File: src/rtl/fpc_pkg.sv
package fpc_pkg;

    typedef enum logic [2:0] {
        OP_NOP    = 3'd0,
        OP_PROG   = 3'd1,
        OP_ERASE  = 3'd2,
        OP_SUSP   = 3'd3,
        OP_RESUME = 3'd4,
        OP_LOCK   = 3'd5
    } fpc_op_e;

    typedef enum logic [2:0] {
        ST_READY,
        ST_PROG,
        ST_ERASE,
        ST_HELD,
        ST_HELD_PROG
    } fpc_state_e;

endpackage

File: src/rtl/fpc_seq.sv
module fpc_seq
    import fpc_pkg::*;
#(
    parameter int ADDR_W    = 6,
    parameter int DATA_W    = 8,
    parameter int SECT_BITS = 2,
    parameter int PROG_CYC  = 8,
    parameter int ERASE_CYC = 24
) (
    input  logic                        clk,
    input  logic                        rst_n,
    input  logic                        frst_n,
    input  logic                        cmd_valid,
    input  logic [2:0]                  cmd_op,
    input  logic [ADDR_W-1:0]           cmd_addr,
    input  logic [DATA_W-1:0]           cmd_data,
    input  logic [(1<<SECT_BITS)-1:0]   prot,
    output fpc_state_e                  state_q,
    output logic [ADDR_W-1:0]           p_addr,
    output logic [DATA_W-1:0]           p_data,
    output logic [SECT_BITS-1:0]        e_sect,
    output logic                        wr_prog,
    output logic                        wr_erase,
    output logic                        lock_set,
    output logic [SECT_BITS-1:0]        lock_sect,
    output logic                        busy_n,
    output logic                        err_q
);

    localparam int PC_W = $clog2(PROG_CYC + 1);
    localparam int EC_W = $clog2(ERASE_CYC + 1);

    fpc_state_e         state_d;
    logic [PC_W-1:0]    pcnt;
    logic [EC_W-1:0]    ecnt;
    logic [SECT_BITS-1:0] c_sect;
    fpc_op_e            op;
    logic               live;
    logic               want_prog, want_erase, want_susp, want_res, want_lock;
    logic               prog_ok, erase_ok, susp_ok, res_ok, lock_ok;
    logic               p_done, e_done;
    logic               take_prog, take_erase;

    assign c_sect     = cmd_addr[ADDR_W-1 -: SECT_BITS];
    assign op         = fpc_op_e'(cmd_op);
    assign live       = cmd_valid && frst_n;
    assign want_prog  = live && (op == OP_PROG);
    assign want_erase = live && (op == OP_ERASE);
    assign want_susp  = live && (op == OP_SUSP);
    assign want_res   = live && (op == OP_RESUME);
    assign want_lock  = live && (op == OP_LOCK);

    assign p_done = (pcnt == PC_W'(PROG_CYC - 1));
    assign e_done = (ecnt == EC_W'(ERASE_CYC - 1));

    // Acceptance rules per request
    assign prog_ok  = !prot[c_sect] &&
                      ((state_q == ST_READY) ||
                       ((state_q == ST_HELD) && (c_sect != e_sect)));
    assign erase_ok = (state_q == ST_READY) && !prot[c_sect];
    assign susp_ok  = (state_q == ST_ERASE) && !e_done;
    assign res_ok   = (state_q == ST_HELD);
    assign lock_ok  = (state_q == ST_READY);

    assign take_prog  = want_prog && prog_ok;
    assign take_erase = want_erase && erase_ok;
    assign lock_sect  = c_sect;

    // Next-state decision
    always_comb begin
        state_d = state_q;
        unique case (state_q)
            ST_READY: begin
                if (take_prog)       state_d = ST_PROG;
                else if (take_erase) state_d = ST_ERASE;
            end
            ST_PROG: begin
                if (p_done)          state_d = ST_READY;
            end
            ST_ERASE: begin
                if (e_done)          state_d = ST_READY;
                else if (want_susp)  state_d = ST_HELD;
            end
            ST_HELD: begin
                if (want_res)        state_d = ST_ERASE;
                else if (take_prog)  state_d = ST_HELD_PROG;
            end
            ST_HELD_PROG: begin
                if (p_done)          state_d = ST_HELD;
            end
            default:                 state_d = ST_READY;
        endcase
        if (!frst_n) state_d = ST_READY;
    end

    // State register
    always_ff @(posedge clk or negedge rst_n) begin
        if (!rst_n) state_q <= ST_READY;
        else        state_q <= state_d;
    end

    // Counters, operand latches and error pulse
    always_ff @(posedge clk or negedge rst_n) begin
        if (!rst_n) begin
            pcnt   <= '0;
            ecnt   <= '0;
            p_addr <= '0;
            p_data <= '0;
            e_sect <= '0;
            err_q  <= 1'b0;
        end else begin
            if (take_prog) begin
                pcnt   <= '0;
                p_addr <= cmd_addr;
                p_data <= cmd_data;
            end else if ((state_q == ST_PROG || state_q == ST_HELD_PROG) && !p_done) begin
                pcnt <= pcnt + 1'b1;
            end

            if (take_erase) begin
                ecnt   <= '0;
                e_sect <= c_sect;
            end else if (state_q == ST_ERASE && !e_done) begin
                ecnt <= ecnt + 1'b1;
            end

            err_q <= (want_prog  && !prog_ok)  ||
                     (want_erase && !erase_ok) ||
                     (want_susp  && !susp_ok)  ||
                     (want_res   && !res_ok)   ||
                     (want_lock  && !lock_ok);
        end
    end

    // Outputs decoded from state
    always_comb begin
        busy_n   = 1'b1;
        wr_prog  = 1'b0;
        wr_erase = 1'b0;
        unique case (state_q)
            ST_PROG, ST_HELD_PROG: begin
                busy_n  = 1'b0;
                wr_prog = p_done && frst_n;
            end
            ST_ERASE: begin
                busy_n   = 1'b0;
                wr_erase = e_done && frst_n;
            end
            default: ;
        endcase
        lock_set = want_lock && lock_ok;
    end

endmodule

File: src/rtl/fpc_array.sv
module fpc_array #(
    parameter int ADDR_W    = 6,
    parameter int DATA_W    = 8,
    parameter int SECT_BITS = 2
) (
    input  logic                        clk,
    input  logic                        rst_n,
    input  logic                        wr_prog,
    input  logic [ADDR_W-1:0]           p_addr,
    input  logic [DATA_W-1:0]           p_data,
    input  logic                        wr_erase,
    input  logic [SECT_BITS-1:0]        e_sect,
    input  logic                        lock_set,
    input  logic [SECT_BITS-1:0]        lock_sect,
    input  logic [ADDR_W-1:0]           rd_addr,
    output logic [DATA_W-1:0]           rd_word,
    output logic [(1<<SECT_BITS)-1:0]   prot
);

    localparam int DEPTH = 1 << ADDR_W;
    localparam int NSECT = 1 << SECT_BITS;

    logic [DATA_W-1:0] mem [DEPTH];

    for (genvar g = 0; g < DEPTH; g++) begin : g_word
        localparam logic [SECT_BITS-1:0] WSECT = SECT_BITS'(g >> (ADDR_W - SECT_BITS));
        localparam logic [ADDR_W-1:0]    WADDR = ADDR_W'(g);
        always_ff @(posedge clk or negedge rst_n) begin
            if (!rst_n)                                mem[g] <= '1;
            else if (wr_erase && e_sect == WSECT)      mem[g] <= '1;
            else if (wr_prog && p_addr == WADDR)       mem[g] <= mem[g] & p_data;
        end
    end

    for (genvar s = 0; s < NSECT; s++) begin : g_lock
        always_ff @(posedge clk or negedge rst_n) begin
            if (!rst_n)                                            prot[s] <= 1'b0;
            else if (lock_set && lock_sect == SECT_BITS'(s))      prot[s] <= 1'b1;
        end
    end

    assign rd_word = mem[rd_addr];

endmodule

File: src/rtl/fpc_status.sv
module fpc_status
    import fpc_pkg::*;
#(
    parameter int ADDR_W    = 6,
    parameter int DATA_W    = 8,
    parameter int SECT_BITS = 2
) (
    input  logic                    clk,
    input  logic                    rst_n,
    input  logic                    frst_n,
    input  fpc_state_e              state_q,
    input  logic [ADDR_W-1:0]       p_addr,
    input  logic [DATA_W-1:0]       p_data,
    input  logic [SECT_BITS-1:0]    e_sect,
    input  logic                    rd_en,
    input  logic [ADDR_W-1:0]       rd_addr,
    input  logic [DATA_W-1:0]       rd_word,
    output logic [DATA_W-1:0]       rd_data,
    output logic                    dq_oe
);

    localparam int PLANE = ADDR_W - 1;

    logic tgl;
    logic prog_hit, er_hit;
    logic [SECT_BITS-1:0] rd_sect;

    assign rd_sect  = rd_addr[ADDR_W-1 -: SECT_BITS];
    assign prog_hit = (state_q == ST_PROG || state_q == ST_HELD_PROG) &&
                      (rd_addr[PLANE] == p_addr[PLANE]);
    assign er_hit   = ((state_q == ST_ERASE) && (rd_addr[PLANE] == e_sect[SECT_BITS-1])) ||
                      ((state_q == ST_HELD || state_q == ST_HELD_PROG) && (rd_sect == e_sect));

    always_comb begin
        rd_data = '0;
        if (!frst_n) begin
            rd_data = '0;
        end else if (prog_hit) begin
            rd_data[7] = ~p_data[7];
            rd_data[6] = tgl;
        end else if (er_hit) begin
            rd_data[6] = tgl;
        end else begin
            rd_data = rd_word;
        end
    end

    assign dq_oe = frst_n;

    always_ff @(posedge clk or negedge rst_n) begin
        if (!rst_n)                                   tgl <= 1'b0;
        else if (rd_en && frst_n && (prog_hit || er_hit)) tgl <= ~tgl;
    end

endmodule

File: src/rtl/flash_dual_plane.sv
module flash_dual_plane
    import fpc_pkg::*;
#(
    parameter int ADDR_W    = 6,
    parameter int DATA_W    = 8,
    parameter int SECT_BITS = 2,
    parameter int PROG_CYC  = 8,
    parameter int ERASE_CYC = 24
) (
    input  logic                clk,
    input  logic                rst_n,
    input  logic                flash_rst_n,
    input  logic                cmd_valid,
    input  logic [2:0]          cmd_op,
    input  logic [ADDR_W-1:0]   cmd_addr,
    input  logic [DATA_W-1:0]   cmd_data,
    input  logic                rd_en,
    input  logic [ADDR_W-1:0]   rd_addr,
    output logic [DATA_W-1:0]   rd_data,
    output logic                dq_oe,
    output logic                busy_n,
    output logic                cmd_err
);

    localparam int NSECT = 1 << SECT_BITS;

    fpc_state_e             state_q;
    logic [ADDR_W-1:0]      p_addr;
    logic [DATA_W-1:0]      p_data;
    logic [SECT_BITS-1:0]   e_sect;
    logic                   wr_prog, wr_erase, lock_set;
    logic [SECT_BITS-1:0]   lock_sect;
    logic [NSECT-1:0]       prot;
    logic [DATA_W-1:0]      rd_word;

    fpc_seq #(
        .ADDR_W(ADDR_W), .DATA_W(DATA_W), .SECT_BITS(SECT_BITS),
        .PROG_CYC(PROG_CYC), .ERASE_CYC(ERASE_CYC)
    ) u_seq (
        .clk(clk), .rst_n(rst_n), .frst_n(flash_rst_n),
        .cmd_valid(cmd_valid), .cmd_op(cmd_op), .cmd_addr(cmd_addr), .cmd_data(cmd_data),
        .prot(prot), .state_q(state_q), .p_addr(p_addr), .p_data(p_data), .e_sect(e_sect),
        .wr_prog(wr_prog), .wr_erase(wr_erase), .lock_set(lock_set), .lock_sect(lock_sect),
        .busy_n(busy_n), .err_q(cmd_err)
    );

    fpc_array #(
        .ADDR_W(ADDR_W), .DATA_W(DATA_W), .SECT_BITS(SECT_BITS)
    ) u_array (
        .clk(clk), .rst_n(rst_n), .wr_prog(wr_prog), .p_addr(p_addr), .p_data(p_data),
        .wr_erase(wr_erase), .e_sect(e_sect), .lock_set(lock_set), .lock_sect(lock_sect),
        .rd_addr(rd_addr), .rd_word(rd_word), .prot(prot)
    );

    fpc_status #(
        .ADDR_W(ADDR_W), .DATA_W(DATA_W), .SECT_BITS(SECT_BITS)
    ) u_status (
        .clk(clk), .rst_n(rst_n), .frst_n(flash_rst_n), .state_q(state_q),
        .p_addr(p_addr), .p_data(p_data), .e_sect(e_sect), .rd_en(rd_en),
        .rd_addr(rd_addr), .rd_word(rd_word), .rd_data(rd_data), .dq_oe(dq_oe)
    );

endmodule

File: config.mk
export PLATFORM = sky130hd
export DESIGN_NAME = flash_dual_plane
export DESIGN_NICKNAME = d
export VERILOG_FILES = /design/src/rtl/fpc_pkg.sv /design/src/rtl/fpc_seq.sv /design/src/rtl/fpc_array.sv /design/src/rtl/fpc_status.sv /design/src/rtl/flash_dual_plane.sv
export SDC_FILE = /design/constraint.sdc
export NUM_CORES = 1
export LEC_CHECK = 0
export BUFFER_PORTS_ARGS = -buffer_cell sky130_fd_sc_hd__clkbuf_2
export CAP_MARGIN = 10
export CORE_ASPECT_RATIO = 0.9
export CORE_MARGIN = 2
export CORE_UTILIZATION = 57
export CTS_CLUSTER_SIZE = 14
export DETAILED_ROUTE_END_ITERATION = 8
export PLACE_DENSITY_LB_ADDON = 0.05
export SLEW_MARGIN = 20
export SYNTH_ARGS = -nofsm -noshare
export SYNTH_HDL_FRONTEND = slang
export SYNTH_SLANG_ARGS = --single-unit
File: constraint.sdc
create_clock -name clk -period 3.1 [get_ports clk]
set_input_delay 0.62 -clock clk [delete_from_list [all_inputs] [get_ports clk]]
set_output_delay 0.62 -clock clk [all_outputs]
set_load 0.02 [all_outputs]
# == Word level (Yosys, flattened, before mapping) ==
# Cells that the tools add are included.
# Widths: inputs -> output; s select.
# classes
n_addsub,2
n_lt_le_gt_ge,2
eq_ne,89
muxes,156
bitwise,67
n_reduce_logical,188
# op_table
operator,count
$mux 8,131
$and 8x8->8,64
$eq 6x6->1 const B,32
$reduce_bool 2->1,66
$logic_and 1x1->1,98
$eq 6x5->1 const B,16
$bmux 8 s6,1
$eq 6x4->1 const B,8
$mux 3,9
$eq 6x3->1 const B,4
$pmux 3 s5,1
$eq 3x2->1 const B,4
$eq 6x2->1 const B,2
$mux 6,2
$mux 5,2
$eq 3x3->1 const B,3
$logic_or 1x1->1,9
$eq 2x2->1 const B,4
$logic_not 1->1,8
$mux 4,2
$ge 7x7->1 const B,1
$not 6->7,1
$eq 3x1->1 const B,2
$eq 6x1->1 const B,1
other kinds (23),33
# totals
register_bits,546
input_bits,28
out_inout_bits,11
elab_cells,580

# == Depth between registers and ports, before layout ==
# Gate-level depths: netlist of run 1.
# depth
depth_word,10
ltp_mapped,9

# == Cells and area by module ==
# Synthesis of run 1 repeated with hierarchy kept, for this count alone.
# unflattened
cells_unflattened,2229
area_unflattened_um2,24991.5
# modules_own_cells
module,instances,cells_per_inst,area_each_um2,seq_area_each_um2
fpc_array,1,2062,23181.0,13553.0
fpc_seq,1,141,1561.5,725.7
fpc_status,1,26,249.0,25.0

# == Worst setup path before layout of run 1 ==
# No wires, ideal clock.
# synth_timing
path_type,input -> output
startpoint,in rd_addr[0]
endpoint,out rd_data[1]
t_arrival_ns,2.615
t_required_ns,2.480
path_slack_ns,-0.135
cell_stages,7
n_path_buf,3
cell_sequence,buf_2 > buf_4 > buf_2 > mux4_2 > mux4_2 > a22oi_1 > nand2_1
# synth_between
elab_chain_cells,7
# synth_lines
element,line,text
start: declaration,flash_dual_plane.sv:18,"input logic [ADDR_W-1:0] rd_addr,"
$not 6->7 (implied by the code),fpc_array.sv:42,assign rd_word = mem[rd_addr];
$bmux 8 s6,fpc_array.sv:42,
$mux 8 (implied by the code) (2 in series),fpc_array.sv:42,
$mux 6,fpc_status.sv:41,end else if (er_hit) begin
$mux 6,fpc_status.sv:38,end else if (prog_hit) begin
$mux 8,fpc_status.sv:36,if (!frst_n) begin
end: declaration,flash_dual_plane.sv:19,"output logic [DATA_W-1:0] rd_data,"
# Every way passes these cells. The select of a mux whose other input is x is not followed.

# == Worst setup path in the final report of run 1 ==
# layout_timing
startpoint,in rd_addr[0]
endpoint,out rd_data[2]
# Same word-level chain as after synthesis.

==> impl_metrics.csv, run 1 <==
group,metric,value,unit
clock_network,cts_root_buf,"clkbuf_16",
synth,yosys.area.top_type,"dfstp_2",
timing,slew_violations,0,
clock_network,tritoncts,"yes",
clock_network,cts_buffers,55,
worst_setup_path,crit_fanout,8,
worst_setup_path,cp-end-kind,"output pin",
worst_setup_path,r2r_slack,0.52,ns
grt,antenna_found_initial,0,
pwr,p_int,15.1,mW
worst_setup_path,timing.rr.start,"u_seq.state_q[0]",
pwr,finalPower,21.5,mW
timing,fmax,0.296,GHz
timing,skew,0.0123,ns
worst_setup_path,cp.required,2.48,ns
worst_setup_path,r2r_end,"u_array.mem[165]",
worst_setup_path,crit_buf_inv,4,
status,failed_checks,"setup timing",
synth,synth-main-ff-cell,"dfstp_2",
clock_network,h-tree-depth,2,
synth,synth_edf_count,0,
worst_setup_path,cp_top_family,"multiplexers",
detailed_routing,via_per_inst,6.30,
detailed_routing,drt_iter0_drc,2014,
pwr,p_seq_share,48.7,%
detailed_routing,drc,0,
pwr,p_switching,6.32,mW
detailed_routing,routed_wl,69800,µm
timing,setup-violations-final,8,
worst_setup_path,cp_common_cell,"mux4_2",
timing,hold_violations,0,
synth,avgSynthCellArea,11.2,µm²
layout,drive_gt1_share,42.8,%
floorplan,pin_count,39,
timing,setup_slack,-0.281,ns
floorplan,start_util,57.6,%
layout,area_growth,16.2,%
status,status,"finished, violations left",
clock_network,cts_hold_buffers,0,
grt,track_usage,31.8,%
synth,synth_warnings,0,
synth,synth.distinct_cells,55,
pwr,ir_drop,0.000493,V
floorplan,rows,72,
synth,yosys-top-cells-area,"dfstp_2, mux4_2, o21ai_0",
grt,grt_start_max_net_pins,90,
timing,rsz0062_at_grt,"yes",
pwr,comb_power_share,18.6,%
layout,fin_nets,2302,
hold_path,hold_path.class,"in -> async",
worst_setup_path,crit_arrival,2.76,ns
pwr,p_leak,13.5,nW
placement,placement.io_buffers,38,
pwr,power_frac_clock,32.7,%
grt,grt_pass1_wl,109000,µm
worst_setup_path,critPathKind,"in -> out",
timing,worst_pin_slew,1.07,ns
clock_network,insertion_delay,0.61,ns
worst_setup_path,reg2reg_depth,9,
synth,yosysMostFrequentCell,"nand2_1",
worst_setup_path,slowest_stage,"mux4_2",
pwr,cellPowerDensity,749,mW/mm²
worst_setup_path,start_kind,"input port",
placement,gp_congestion,0.852,
worst_setup_path,crit_chain,"clkbuf_16 -> buf_12 -> buf_4 -> mux4_2 -> mux4_2 -> a22oi_1 -> nand2_1 -> clkbuf_8",
detailed_routing,ant_nets,0,
timing,final.setup.tns,-1.75,ns
worst_setup_path,slowest_delay,0.55,ns
detailed_routing,vias,18100,
floorplan,core_area,0.0428,mm²
timing,period_share,109,%
placement,dpl.hpwl,44300,µm
detailed_routing,firstDrtPassIters,5,
synth,synthCells,2201,
synth,syn_area,0.0247,mm²
synth,synth-async-reset-ratio,100,%
synth,ys_ff_latch,546,
synth,synth_common_cells,"nand2_1, o21ai_0, dfstp_2, mux4_2, clkbuf_1",
clock_network,clockBufferDepth,3,
grt,grt_pass1_vias,18100,
synth,synth_top_area_share,54.6,%
floorplan,dieArea,0.0449,mm²
pwr,swShare,29.4,%
clock_network,cts_sinks,546,
clock_network,path_clk_slew,0.06,ns
detailed_routing,wl_per_cell,24.3,µm
floorplan,fp.dieW,223,µm
timing,hold_slack,0.0141,ns
grt,gr-total-overflow,0,
floorplan,die_h,201,µm
synth,ys_seq_area_share,58.0,%
flow_run,cap_violations,0,
synth,synth_nets,2231,
timing,slew_headroom,28.8,%
timing,fin_crit,3.38,ns
cells by family (layout without fill, tap and decap cells):
kind of cell	after synthesis	in the layout	synth area share, %
compound gates	570	570	12.1
xor+xnor	13	13	0.462
fa+ha+maj	2	2	0.101
buf+inv	175	289	2.87
flops	546	546	58.0
mux	164	164	14.6
other cells	0	1	0
simple gates	731	731	11.8
registers in the layout (all words and copies together), names as in the netlist:
name           flops
u_seq.err_q        1
u_array.mem      512
u_seq.e_sect       2
u_seq.p_data       8
u_seq.pcnt         4
u_seq.ecnt         5
u_status.tgl       1
u_seq.state_q      3
u_seq.p_addr       6
u_array.prot       4
worst max path at each step:
stage                      from         end  slack, ns  depth (start not counted)
2_1_floorplan        rd_addr[0]  rd_data[1]    0.00005                          7
3_3_place_gp         rd_addr[0]  rd_data[0]      -0.43                          7
3_5_place_dp         rd_addr[0]  rd_data[0]      -0.46                          7
4_1_cts        u_seq.state_q[2]  rd_data[2]      -0.27                         11
5_1_grt        u_seq.state_q[2]  rd_data[2]      -0.31                         11
6_report             rd_addr[0]  rd_data[2]      -0.28                          8
cell usage in the layout, fill, tap and decap left out, types with 6 or more instances in the layout:
cell type / n
nand2_1: 635
o21ai_0: 519
dfstp_2: 512
mux4_2: 157
buf_4: 98
clkbuf_16: 59
nor2_1: 29
clkbuf_2: 27
buf_12: 27
dfrtp_1: 25
clkbuf_8: 23
buf_6: 15
a22oi_2: 11
clkbuf_1: 11
nor3_1: 10
inv_1: 8
nand2b_1: 8
a21oi_1: 8
dfrtp_2: 8
xor2_1: 7
clkinv_2: 7
nor3_2: 6
nand3_1: 6
per-layer routing:
| layer | vias up | wire, µm | GRT usage, % |
|---|---|---|---|
| li1 | 7837 | - | - |
| met1 | 9426 | 30600 | 47.1 |
| met2 | 714 | 32000 | 48.5 |
| met3 | 118 | 5180 | 5.71 |
| met4 | 0 | 2050 | 9.73 |
| met5 | - | 0 | 0 |
timing repair:
item | in CTS | in global routing
resized for setup | 54 | 25
endpoints found under the setup margin | 8 | 8
cloned | 3 | 0
buffers inserted | 27 | 4
pin swaps | 14 | 11
final cells by class:
type,count,area (µm²)
flip-flops and latches,546,14300
clock inverters,11,155
clock buffers,89,1770
well taps,555,694
inverters,8,30.0
diodes,1,2.50
repair buffers,181,1840
multi-input cells,1480,9840
fillers,3193,14100
power groups by stage:
| stage | Combinational [mW] | Sequential (mW) | Clock (mW) |
|---|---|---|---|
| floorplan | 2.83 | 9.68 | 0 |
| global route | 4.38 | 10.6 | 7.42 |
| detailed placement | 3.70 | 10.5 | 0 |
| CTS | 3.92 | 10.4 | 7.12 |
| global placement | 3.57 | 10.5 | 0 |
| finish | 3.98 | 10.5 | 7.03 |
worst register-to-register path, stage by stage (launching register included):
cell and delay (ns):
dfrtp_1 0.44, buf_6 0.14, xor2_2 0.17, buf_4 0.18
nand3_1 0.25, nor3_2 0.19, buf_4 0.24, nand2_1 0.43
o21ai_0 0.37, nand2_1 0.08
metrics by stage:
stage	cell area (µm²)	utilization [%]	cells	setup WS (ns)
after floorplan	24700	-	2201	0.0000480
after global routing	28600	66.9	2870	-0.312
after CTS	28500	66.7	2869	-0.271
after detailed placement	26100	61.0	2740	-0.458
after global placement	26100	61.0	2740	-0.434
final	28600	66.9	2871	-0.281
(Power assumes the default switching activity.)
==> run 2: changes to the inputs <==
--- a/config.mk
+++ b/config.mk
@@ -5,6 +5,7 @@
 export SDC_FILE = /design/constraint.sdc
 export NUM_CORES = 1
 export LEC_CHECK = 0
+export ABC_AREA = 1
 export BUFFER_PORTS_ARGS = -buffer_cell sky130_fd_sc_hd__clkbuf_2
 export CAP_MARGIN = 10
 export CORE_ASPECT_RATIO = 0.9
@@ -12,6 +13,7 @@
 export CORE_UTILIZATION = 57
 export CTS_CLUSTER_SIZE = 14
 export DETAILED_ROUTE_END_ITERATION = 8
+export HOLD_SLACK_MARGIN = 0.02
 export PLACE_DENSITY_LB_ADDON = 0.05
 export SLEW_MARGIN = 20
 export SYNTH_ARGS = -nofsm -noshare
==> impl_metrics.csv, run 2 <==
group,metric,value,unit
grt,grt_pass1_vias,21500,
synth,yosys-top-cells-area,"dfstp_2, nand2_1, o21ai_0",
synth,synth_fa_ha_area_share,0.0966,%
clock_network,cts_root_buf,"clkbuf_16",
timing,worst_pin_slew,1.04,ns
detailed_routing,drt_iter0_drc,2242,
detailed_routing,via_per_inst,6.04,
clock_network,clockBufferDepth,3,
synth,synth_warnings,0,
detailed_routing,wl_per_cell,21.0,µm
synth,synthCells,3105,
detailed_routing,routed_wl,78800,µm
pwr,cellPowerDensity,706,mW/mm²
grt,antenna_found_initial,0,
clock_network,cts_sinks,546,
detailed_routing,drc,0,
synth,synth_top_area_share,51.9,%
placement,placement.io_buffers,38,
clock_network,tritoncts,"yes",
synth,ys_seq_area_share,55.2,%
layout,largest_reg_flops,512,
layout,top_regs,"u_array.mem (512), u_seq.p_data (8), u_seq.p_addr (6)",
worst_setup_path,cp.required,2.48,ns
synth,avgSynthCellArea,8.34,µm²
timing,setup_slack,0.0787,ns
placement,dp.cells,3631,
pwr,finalPower,21.0,mW
synth,yosys.area.top_type,"dfstp_2",
layout,fin_nets,3122,
synth,synth-main-ff-cell,"dfstp_2",
detailed_routing,ant_nets,0,
synth,synth_top_family_by_area,"simple AND/OR/NAND/NOR gates",
timing,final.setup.tns,0,ns
synth,synth-compound-area-share,17.0,%
worst_setup_path,r2r_end,"u_array.mem[262]",
worst_setup_path,crit_arrival,2.40,ns
floorplan,pin_count,39,
floorplan,rows,74,
clock_network,h-tree-depth,2,
worst_setup_path,r2r_slack,0.67,ns
synth,synth.area.mux_share,0,%
timing,fmax,0.331,GHz
synth,syn_area,0.0259,mm²
synth,synth_nets,3135,
timing,fin_crit,3.02,ns
floorplan,dieArea,0.0472,mm²
layout,final_cell_mix,"nand2_1, dfstp_2, o21ai_0",
floorplan,start_util,57.5,%
grt,grt_start_max_net_pins,129,
grt,grt_pass1_wl,122000,µm
timing,hold_slack,0.177,ns
clock_network,path_clk_slew,0.06,ns
timing,hold_violations,0,
synth,synth_common_cells,"nand2_1, dfstp_2, o21ai_0, o21ai_1, nor2_1",
floorplan,fp.dieW,229,µm
floorplan,core_area,0.0451,mm²
layout,drive_gt1_share,27.6,%
grt,gr-total-overflow,0,
hold_path,hold_path.class,"in -> reg",
placement,dpl_worst_slack,-0.00654,ns
synth,synth.distinct_cells,38,
flow_run,cap_violations,0,
clock_network,cts_buffers,56,
worst_setup_path,start_kind,"input port",
synth,yosys.area_share.xor_xnor,0.237,%
status,status,"finished, final reports clean",
synth,ys_ff_latch,546,
synth,synth-async-reset-ratio,100,%
clock_network,insertion_delay,0.63,ns
worst_setup_path,critPathKind,"in -> out",
synth,yosysMostFrequentCell,"nand2_1",
timing,slew_headroom,31.0,%
worst_setup_path,reg2reg_depth,10,
layout,finalNonFillerCells,3748,
floorplan,die_h,206,µm
timing,slew_violations,0,
hold_path,hold_path_depth,3,
timing,skew,0.0283,ns
pwr,p_leak,15.0,nW
timing,setup-violations-final,0,
hold_path,hold_end,"u_seq.p_data[0]",
layout,regMostFlops,"u_array.mem",
grt,track_usage,32.7,%
layout,n_antenna_cell,0,
detailed_routing,vias,22700,
placement,gp_congestion,0.912,
layout,final_common_cell,"nand2_1",
synth,synth_edf_count,0,
hold_path,min_from,"cmd_data[0]",
timing,period_share,97.5,%
worst_setup_path,crit_fanout,19,
worst_setup_path,cp-end-kind,"output pin",
layout,area_growth,14.9,%
pwr,ir_drop,0.000884,V
synth,synthSimpleGateAreaFrac,22.8,%
placement,dpl.hpwl,48500,µm
worst_setup_path,timing.rr.start,"u_seq.state_q[0]",
clock_network,cts_hold_buffers,0,
detailed_routing,firstDrtPassIters,5,
## run 2: kinds of logic (layout without fill, tap and decap cells)
| group | Yosys count | after routing |
|---|---|---|
| flops | 546 | 546 |
| fa+ha+maj | 2 | 2 |
| compound gates | 847 | 847 |
| simple gates | 1416 | 1416 |
| xor+xnor | 7 | 7 |
| buf+inv | 287 | 322 |
## run 2: worst max-delay path: stages
cell	delay [ns]
buf_8	0.15
inv_16	0.16
buf_16	0.18
buf_4	0.13
nand2_1	0.04
nand3_1	0.07
nand3_1	0.10
a21oi_1	0.30
o211ai_1	0.19
nand3_1	0.15
nand2_1	0.06
inv_1	0.05
clkbuf_2	0.16
## run 2: layer usage
| layer | track usage (%) | vias to the layer above | part of all wire (%) |
|---|---|---|---|
| met5 | 0 | - | 0 |
| met3 | 5.75 | 150 | 8.5 |
| met1 | 45.7 | 11200 | 42 |
| met4 | 11.1 | 0 | 2.8 |
| met2 | 52.0 | 1014 | 46 |
| li1 | - | 10300 | - |
## run 2: area by class of cell
cell class	instances	area, µm²
inverters	56	229
multi-input cells	2272	10500
well taps	608	761
clock buffers	84	1700
repair buffers	160	1910
clock inverters	22	325
flip-flops and latches	546	14300
fillers	3830	15300
## run 2: worst max-delay path by stage
stage / slack (ns) / end / startpoint
after floorplan: 0.40 / rd_data[0] / rd_addr[1]
after global placement: -0.004 / rd_data[3] / rd_addr[1]
after detailed placement: -0.007 / rd_data[1] / rd_addr[1]
after CTS: 0.02 / rd_data[2] / u_array.mem[498]
after global routing: -0.01 / rd_data[5] / u_array.mem[501]
final: 0.08 / rd_data[6] / rd_addr[0]
## run 2: power breakdown
group / internal (mW) / total, mW / switching (mW)
combinational: 1.26 / 4.11 / 2.85
clock: 4.44 / 7.34 / 2.90
sequential: 8.54 / 9.57 / 1.02
## run 2: repair_timing
| item | in CTS | in global routing |
|---|---|---|
| pin swaps | 0 | 2 |
| setup endpoints to repair | 6 | 8 |
| setup buffers | 0 | 3 |
| resized for setup | 16 | 37 |
| cloned | 0 | 8 |
## run 2: metrics by stage
stage / utilization [%] / instance area (µm²)
6_report: 66.0 / 29800
5_1_grt: 66.0 / 29800
4_1_cts: 65.2 / 29400
3_5_place_dp: 60.6 / 27300
3_3_place_gp: 60.6 / 27300
2_1_floorplan: - / 25900
==> run 3: changes to the inputs <==
--- a/config.mk
+++ b/config.mk
@@ -14,6 +14,7 @@
 export CTS_CLUSTER_SIZE = 14
 export DETAILED_ROUTE_END_ITERATION = 8
 export HOLD_SLACK_MARGIN = 0.02
+export MAX_ROUTING_LAYER = met4
 export PLACE_DENSITY_LB_ADDON = 0.05
 export SLEW_MARGIN = 20
 export SYNTH_ARGS = -nofsm -noshare
==> impl_metrics.csv, run 3 (same netlist as run 2, synthesis figures left out) <==
group,metric,value,unit
status,status,"finished, final reports clean",
clock_network,cts_buffers,58,
placement,placement.io_buffers,38,
layout,final_common_cell,"nand2_1",
timing,slew_violations,0,
layout,ff_latch_area,0.0143,mm²
layout,largest_reg_flops,512,
grt,grt_pass1_wl,122000,µm
timing,hold_violations,0,
timing,fin_crit,3.05,ns
layout,fin_nets,3122,
layout,fillers,3723,
worst_setup_path,crit_arrival,2.43,ns
grt,gr-total-overflow,0,
floorplan,die_h,206,µm
grt,antenna_found_initial,0,
floorplan,pin_count,39,
layout,drive_gt1_share,27.8,%
detailed_routing,vias,22600,
detailed_routing,wl_per_cell,21.1,µm
hold_path,hold_path.class,"in -> reg",
timing,skew,0.0207,ns
detailed_routing,drt_iter0_drc,2453,
placement,dp.cells,3627,
floorplan,dieArea,0.0472,mm²
detailed_routing,ant_nets,0,
worst_setup_path,cp.required,2.48,ns
hold_path,hold_path_depth,3,
worst_setup_path,critPathKind,"in -> out",
clock_network,clockBufferDepth,3,
floorplan,rows,74,
placement,gp_congestion,0.928,
layout,final_cell_mix,"nand2_1, dfstp_2, o21ai_0",
clock_network,h-tree-depth,2,
flow_run,cap_violations,0,
grt,grt_pass1_vias,21600,
layout,area_growth,15.3,%
pwr,cellPowerDensity,713,mW/mm²
timing,period_share,98.4,%
detailed_routing,via_per_inst,6.04,
detailed_routing,drc,0,
pwr,p_leak,15.0,nW
timing,setup-violations-final,0,
worst_setup_path,crit_fanout,21,
layout,multi_input_area,0.0106,mm²
grt,track_usage,33.8,%
floorplan,start_util,57.5,%
detailed_routing,firstDrtPassIters,8,
worst_setup_path,cp-end-kind,"output pin",
clock_network,cts_root_buf,"clkbuf_16",
layout,fin_util,66.2,%
layout,finalNonFillerCells,3748,
worst_setup_path,start_kind,"input port",
clock_network,tritoncts,"yes",
clock_network,path_clk_slew,0.06,ns
floorplan,core_area,0.0451,mm²
layout,n_antenna_cell,0,
detailed_routing,routed_wl,79100,µm
clock_network,insertion_delay,0.63,ns
floorplan,fp.dieW,229,µm
placement,dpl.hpwl,48000,µm
timing,fmax,0.328,GHz
grt,grt_start_max_net_pins,129,
layout,top_regs,"u_array.mem (512), u_seq.p_data (8), u_seq.p_addr (6)",
clock_network,cts_sinks,546,
pwr,ir_drop,0.000811,V
layout,regMostFlops,"u_array.mem",
timing,slew_headroom,40.5,%
timing,worst_pin_slew,0.892,ns
worst_setup_path,reg2reg_depth,11,
-- run 3: metrics by stage --
stage	setup WS (ns)	power, mW	hold WS, ns	area, µm²	setup TNS (ns)
floorplan	0.403	11.7	0.324	25900	0
global placement	0.0210	13.4	0.437	27300	0
detailed placement	-0.00550	13.5	0.447	27300	-0.00550
CTS	0.00248	21.2	0.165	29500	0
global route	-0.0332	22.2	0.193	29900	-0.0378
finish	0.0485	21.3	0.194	29900	0
-- run 3: what timing repair did --
action | 4_1_cts | 5_1_grt
gates resized for setup | 19 | 51
endpoints found under the hold margin | 14 | 0
cloned | 0 | 8
setup endpoints to repair | 6 | 8
pin swaps | 3 | 4
buffers inserted | 1 | 3
hold buffers | 1 | 0
-- run 3: per-layer routing --
layer | global-route usage, % | wire [µm] | part of all wire [%] | up-vias
li1 | - | - | - | 10300
met1 | 45.9 | 33800 | 43 | 11100
met2 | 51.6 | 36700 | 46 | 1044
met3 | 5.78 | 6390 | 8.1 | 154
met4 | 11.7 | 2220 | 2.8 | 0
met5 | - | 0 | 0 | -
-- run 3: power breakdown --
group / internal [mW] / switching (mW)
clock: 4.68 / 2.94
combinational: 1.25 / 2.91
sequential: 8.54 / 0.968
total: 14.5 / 6.82
-- run 3: area by class of cell --
cell class | instances | share of cell area, %
Timing Repair Buffer | 158 | 6.27
Clock buffer | 87 | 5.94
Clock inverter | 21 | 1.12
Sequential cell | 546 | 47.9
Inverter | 56 | 0.762
Multi-Input combinational cell | 2272 | 35.4
Tap cell | 608 | 2.55
-- run 3: critical path: stages --
cell	delay, ns
buf_4	0.17
inv_6	0.18
buf_16	0.21
o21ai_0	0.12
o22ai_1	0.13
nand2_1	0.09
nand2_1	0.12
nand2_1	0.07
nand3_1	0.14
nand2_1	0.10
nand2_2	0.09
nand2_1	0.07
nor2_2	0.13
clkbuf_8	0.17
-- run 3: path summary, 6_finish.rpt --
check	startpoint	endpoint	slack, ns
max in group asynchronous	rst_n	u_seq.p_data[2]	1.60
min in group asynchronous	rst_n	u_seq.state_q[0]	0.62
worst min-delay path	cmd_data[6]	u_seq.p_data[6]	0.19
worst min register to register	u_array.mem[341]	u_array.mem[341]	0.45
worst max register to register	u_seq.state_q[0]	u_array.mem[175]	0.61
worst max-delay path	rd_addr[1]	rd_data[4]	0.05
